--- src/rtl/enc_ctr_pkg.sv ---
package enc_ctr_pkg;

    localparam int unsigned STAT_W   = 2;
    localparam int unsigned STAT_OVF = 0;
    localparam int unsigned STAT_DIR = 1;

    typedef struct packed {
        logic ovf;
        logic dir;
        logic irq;
        logic en_prev;
    } flag_state_t;

endpackage

--- src/rtl/enc_ctr_count.sv ---
module enc_ctr_count #(
    parameter int unsigned CNT_W = 16
) (
    input  logic             clk,
    input  logic             rst_n,
    input  logic             step,
    input  logic             down,
    output logic [CNT_W-1:0] cnt_q,
    output logic             wrap_up
);
    localparam logic [CNT_W-1:0] CNT_MAX = {CNT_W{1'b1}};
    localparam logic [CNT_W-1:0] CNT_ONE = {{(CNT_W-1){1'b0}}, 1'b1};

    logic [CNT_W-1:0] cnt_d;

    always_comb begin
        cnt_d   = cnt_q;
        wrap_up = 1'b0;
        if (step) begin
            if (down) begin
                cnt_d = cnt_q - CNT_ONE;
            end else begin
                cnt_d   = cnt_q + CNT_ONE;
                wrap_up = (cnt_q == CNT_MAX);
            end
        end
    end

    always_ff @(posedge clk or negedge rst_n) begin
        if (!rst_n) cnt_q <= '0;
        else        cnt_q <= cnt_d;
    end

    AST_DOWN_WRAP: assert property (@(posedge clk) disable iff (!rst_n)
        (step && down && cnt_q == '0) |=> (cnt_q == CNT_MAX));
    AST_UP_WRAP: assert property (@(posedge clk) disable iff (!rst_n)
        (step && !down && cnt_q == CNT_MAX) |=> (cnt_q == '0));
    AST_HOLD_IDLE: assert property (@(posedge clk) disable iff (!rst_n)
        !step |=> $stable(cnt_q));

endmodule

--- src/rtl/enc_ctr_flags.sv ---
module enc_ctr_flags
    import enc_ctr_pkg::*;
(
    input  logic              clk,
    input  logic              rst_n,
    input  logic              count_en,
    input  logic              hold_flags,
    input  logic              step,
    input  logic              down,
    input  logic              wrap_up,
    input  logic              cpu_wr,
    input  logic [STAT_W-1:0] cpu_wdata,
    output logic              ovf_flag,
    output logic              dir_flag,
    output logic              ovf_irq
);
    flag_state_t st_d, st_q;
    logic        en_fall;
    logic        dis_clear;
    logic        sw_clear;

    always_comb begin
        en_fall    = st_q.en_prev && !count_en;
        dis_clear  = en_fall && !hold_flags;
        sw_clear   = cpu_wr && !cpu_wdata[STAT_OVF];

        st_d         = st_q;
        st_d.en_prev = count_en;
        st_d.irq     = wrap_up;
        if (sw_clear) st_d.ovf = 1'b0;
        if (step)     st_d.dir = down;
        if (dis_clear) begin
            st_d.ovf = 1'b0;
            st_d.dir = 1'b0;
        end
        if (wrap_up)  st_d.ovf = 1'b1;
    end

    always_ff @(posedge clk or negedge rst_n) begin
        if (!rst_n) st_q <= '0;
        else        st_q <= st_d;
    end

    assign ovf_flag = st_q.ovf;
    assign dir_flag = st_q.dir;
    assign ovf_irq  = st_q.irq;

    AST_WRAP_SETS: assert property (@(posedge clk) disable iff (!rst_n)
        wrap_up |=> (ovf_flag && ovf_irq));
    AST_IRQ_PULSE: assert property (@(posedge clk) disable iff (!rst_n)
        !wrap_up |=> !ovf_irq);
    AST_WR1_IGNORED: assert property (@(posedge clk) disable iff (!rst_n)
        (cpu_wr && cpu_wdata[STAT_OVF] && !wrap_up && !dis_clear) |=> $stable(ovf_flag));
    AST_SET_BEATS_CLR: assert property (@(posedge clk) disable iff (!rst_n)
        (sw_clear && wrap_up) |=> ovf_flag);
    AST_DIR_TRACKS: assert property (@(posedge clk) disable iff (!rst_n)
        step |=> (dir_flag == $past(down)));
    AST_DIR_WR_IGNORED: assert property (@(posedge clk) disable iff (!rst_n)
        (cpu_wr && !cpu_wdata[STAT_DIR] && !step && !dis_clear) |=> $stable(dir_flag));
    AST_DIS_CLEAR: assert property (@(posedge clk) disable iff (!rst_n)
        dis_clear |=> (!ovf_flag && !dir_flag));
    AST_DIS_HOLD: assert property (@(posedge clk) disable iff (!rst_n)
        (en_fall && hold_flags && !cpu_wr) |=> ($stable(ovf_flag) && $stable(dir_flag)));

endmodule

--- src/rtl/enc_status_counter.sv ---
module enc_status_counter
    import enc_ctr_pkg::*;
#(
    parameter int unsigned CNT_W = 16
) (
    input  logic              clk,
    input  logic              rst_n,
    input  logic              count_en,
    input  logic              cnt_stb,
    input  logic              cnt_down,
    input  logic              hold_flags,
    input  logic              reg_wr,
    input  logic [STAT_W-1:0] reg_wdata,
    output logic [STAT_W-1:0] reg_rdata,
    output logic [CNT_W-1:0]  count_q,
    output logic              ovf_flag,
    output logic              dir_flag,
    output logic              ovf_irq
);
    logic cnt_step;
    logic wrap_up;

    assign cnt_step = count_en && cnt_stb;

    enc_ctr_count #(.CNT_W(CNT_W)) u_count (
        .clk     (clk),
        .rst_n   (rst_n),
        .step    (cnt_step),
        .down    (cnt_down),
        .cnt_q   (count_q),
        .wrap_up (wrap_up)
    );

    enc_ctr_flags u_flags (
        .clk        (clk),
        .rst_n      (rst_n),
        .count_en   (count_en),
        .hold_flags (hold_flags),
        .step       (cnt_step),
        .down       (cnt_down),
        .wrap_up    (wrap_up),
        .cpu_wr     (reg_wr),
        .cpu_wdata  (reg_wdata),
        .ovf_flag   (ovf_flag),
        .dir_flag   (dir_flag),
        .ovf_irq    (ovf_irq)
    );

    always_comb begin
        reg_rdata           = '0;
        reg_rdata[STAT_OVF] = ovf_flag;
        reg_rdata[STAT_DIR] = dir_flag;
    end

    AST_NO_COUNT_DISABLED: assert property (@(posedge clk) disable iff (!rst_n)
        !count_en |=> $stable(count_q));
    AST_READ_PASSIVE: assert property (@(posedge clk) disable iff (!rst_n)
        (!reg_wr && !cnt_step && count_en) |=> $stable(reg_rdata));

endmodule

--- config.mk ---
export PLATFORM = sky130hd
export DESIGN_NAME = enc_status_counter
export DESIGN_NICKNAME = d
export VERILOG_FILES = /design/src/rtl/enc_ctr_pkg.sv /design/src/rtl/enc_ctr_count.sv /design/src/rtl/enc_ctr_flags.sv /design/src/rtl/enc_status_counter.sv
export SDC_FILE = /design/constraint.sdc
export NUM_CORES = 1
export LEC_CHECK = 0
export ABC_AREA = 1
export BUFFER_PORTS_ARGS = -buffer_cell sky130_fd_sc_hd__buf_2
export CAP_MARGIN = 20
export CORE_MARGIN = 2
export CORE_UTILIZATION = 40
export DETAILED_ROUTE_END_ITERATION = 7
export GPL_TIMING_DRIVEN = 0
export PLACE_DENSITY_LB_ADDON = 0.3
export SYNTH_ARGS = -nofsm -noshare
export SYNTH_HDL_FRONTEND = slang
export SYNTH_HIERARCHICAL = 1
export SYNTH_SLANG_ARGS = --single-unit
--- constraint.sdc ---
create_clock -name clk -period 4.2 [get_ports clk]
set_input_delay 0.21 -clock clk [delete_from_list [all_inputs] [get_ports clk]]
set_output_delay 0.21 -clock clk [all_outputs]
set_load 0.02 [all_outputs]
==> flow_summary.yaml <==
place:
  placed_cell_area_sq_um: 1940
  numPortBuffers: 28
  routabilityCongestion: 0.819
  dp_hpwl_um: 3030
clock_tree:
  clk_latency_ps: 270
  cts_sinks: 20
  ctsLongestPathBuffers: 2
  h-tree-depth: 1
  cts_setup_buffers: 0
  tritoncts: "yes"
  numCtsBuffers: 3
  root_buffer: "clkbuf_8"
  postCtsResizedCells: 0
  clk_pin_slew_ps: 80
run_status:
  status: "complete, no violations"
final_layout:
  syn2layout_area_growth_pct: 16.4
  antenna_cells: 0
  fin_util_pct: 49.4
  nets: 323
  final_cell_area_sq_um: 2020
  num-fill-cells: 441
  final_common_cell: "nand2_1"
  layout-drive-gt1-share_pct: 17.1
  most-common-layout-cells: "nand2_1 (108), inv_1 (42), buf_2 (29), dfrtp_1 (20), nand3_1 (16)"
setup_path:
  critPathLaunchType: "register"
  rr_endpoint: "u_count/cnt_q[14]"
  r2r_setup_slack_ps: 2500
  arrival_ps: 1850
  reg2reg_from: "u_count/cnt_q[0]"
  critPathSlowestCell: "dfrtp_1"
  setup.worst_path.end_class: "register"
  worstPathCellList: "fa_1 > nand2_1 > nand2_1 > nand3_1 > nand2_1 > nand2_1 > nand3_1 > nand3_1 > nand2_1"
  cp_common_cell: "nand2_1"
  cp_max_fo: 5
  path_delay_family: "simple AND/OR/NAND/NOR gates"
  critical_path.startpoint: "u_count/cnt_q[0]"
  slowest_delay_ps: 440
  critPathBufInv: 0
  path_class: "reg -> reg"
  cp_data_required_time_ps: 4360
  reg2regPathDepth: 9
pwr:
  netSwitchingFraction_pct: 49.8
  total_power_mw: 1.45
  p_leak_nw: 1.22
  p_seq_share_pct: 24.6
  switchingPower_mw: 0.724
  clockPowerShare_pct: 13.7
  p_per_area_nw_per_um2: 721
  p_int_mw: 0.730
  irDropWorstVdd_mv: 0.276
  combPwrFrac_pct: 61.8
synth:
  synth_cell_types: 31
  yosysWarnings: 6
  syn_nets: 289
  seq_area_frac_synth_pct: 28.9
  netlist_area_sq_um: 1730
  syn_area_per_cell_sq_um: 6.54
  ys_ff_latch: 20
  synth_cells: 265
timing:
  fin_crit_ps: 1700
  period_share_pct: 40.4
  worst_pin_slew_ps: 476
  clock_skew_ps: 7.64
  max_freq_ghz: 0.590
  hold_viol: 0
  slew_viol_final: 0
  setup_violations: 0
  rsz0062_at_grt: "false"
  slew_headroom_pct: 68.3
  tns_ps: 0
min_path:
  whs_path_depth: 1
  holdPathEnd: "u_flags/st_q[0]"
  hp-class: "in -> reg"
  hold_path_startpoint: "count_en"
floorplanning:
  die_h_um: 69.8
  start_util_pct: 42.4
  num_rows: 23
  die_x_um: 69.8
  core_area_sq_um: 4090
  die-area_sq_um: 4870
  io_pins: 30
job:
  cap_violations: 0
global_route:
  use_met1_pct: 23.8
  grt_use_met2_pct: 27.5
  grt_max_degree: 21
  overflow: 0
  grt_pass1_wl_um: 6820
  track_usage_pct: 17.2
  use_met3_pct: 3.05
  grt_antenna_before_repair: 0
  grt_pass1_vias: 1510
  grt-busiest-layer: "met2"
drt:
  wl_per_cell_um: 11.4
  first_iter_violations: 86
  routed_wl_um: 3960
  vias: 1635
  drt.antenna.violating_nets: 0
  drcViolationCount: 0
  dr.pass1.iters: 4
  viasPerCell: 4.70
[repair_timing]
item | CTS | global route
hold buffers | 1 | 0
endpoints found under the setup margin | 0 | 0
hold endpoints to repair | 20 | 0
[how the worst max path moves through the flow]
stage                        end  slack [ps]  cells past startpoint
6_report       u_count/cnt_q[14]        2500                      9
5_1_grt        u_count/cnt_q[14]        2350                      9
4_1_cts        u_count/cnt_q[14]        2490                      9
3_5_place_dp    u_count/cnt_q[6]        2410                      8
3_3_place_gp    u_count/cnt_q[6]        2430                      8
2_1_floorplan   u_count/cnt_q[8]        2570                      9
[layout make-up]
cell class	instances	area, sq um	share of cell area [%]
multi-input cells	194	1020	50.7
flip-flops and latches	20	500	24.8
inverters	46	173	8.56
repair buffers	29	150	7.44
well taps	50	62.6	3.10
clock buffers	3	41.3	2.05
plain buffers	5	36.3	1.80
clock inverters	1	30.0	1.49
[metal layers]
layer,vias up,routed length (um)
li1,883,-
met1,710,1940
met2,38,1760
met3,4,222
met4,0,36
met5,-,0
[through the flow]
stage / instances / setup slack [ps] / hold WS (ps)
global route: 348 / 2350 / 79.9
CTS: 348 / 2490 / 74.5
global placement: 343 / 2430 / 201
floorplan: 265 / 2570 / -85.6
detailed placement: 343 / 2410 / 200
finish: 348 / 2500 / 81.3
[flip-flops by register name (all words and copies together) (netlist names)]
register,cells
u_count/cnt_q,16
u_flags/ovf_irq,1
u_flags/ovf_flag,1
u_flags/dir_flag,1
u_flags/st_q,1
[cells by family after synthesis]
logic type                 synth area share [%]
AOI/OAI and AO/OA                          4.26
xor gates and xnor gates                   2.02
adders and majority gates                  11.3
buffers and inverters                      12.1
DFF                                        28.9
and+or+nand+nor                            41.5
[cell usage after synthesis (all sizes together)]
cell / instances / share of area, %
nand4: 5 / 1.8
dfrtp: 20 / 29
or2: 5 / 1.9
nor2: 12 / 2.6
clkinv: 1 / 0.22
fa: 1 / 1.2
o21ai: 5 / 1.4
and2: 2 / 0.87
nor4b: 1 / 0.51
xnor2: 1 / 0.51
nor3: 3 / 1.2
nand3b: 3 / 2.0
a21oi: 9 / 2.8
buf: 4 / 1.8
ha: 14 / 10
nand3: 18 / 5.8
inv: 45 / 9.7
clkbuf: 1 / 0.29
xor2: 3 / 1.5
nand2: 112 / 25
[power groups by stage]
stage | Clock, mW | Sequential, mW | Combinational (mW)
after floorplan | 0 | 0.441 | 0.594
after global placement | 0 | 0.362 | 0.881
after detailed placement | 0 | 0.363 | 0.892
after CTS | 0.207 | 0.359 | 0.898
after global routing | 0.216 | 0.376 | 1.02
final | 0.199 | 0.357 | 0.898
(Power assumes the default switching activity.)
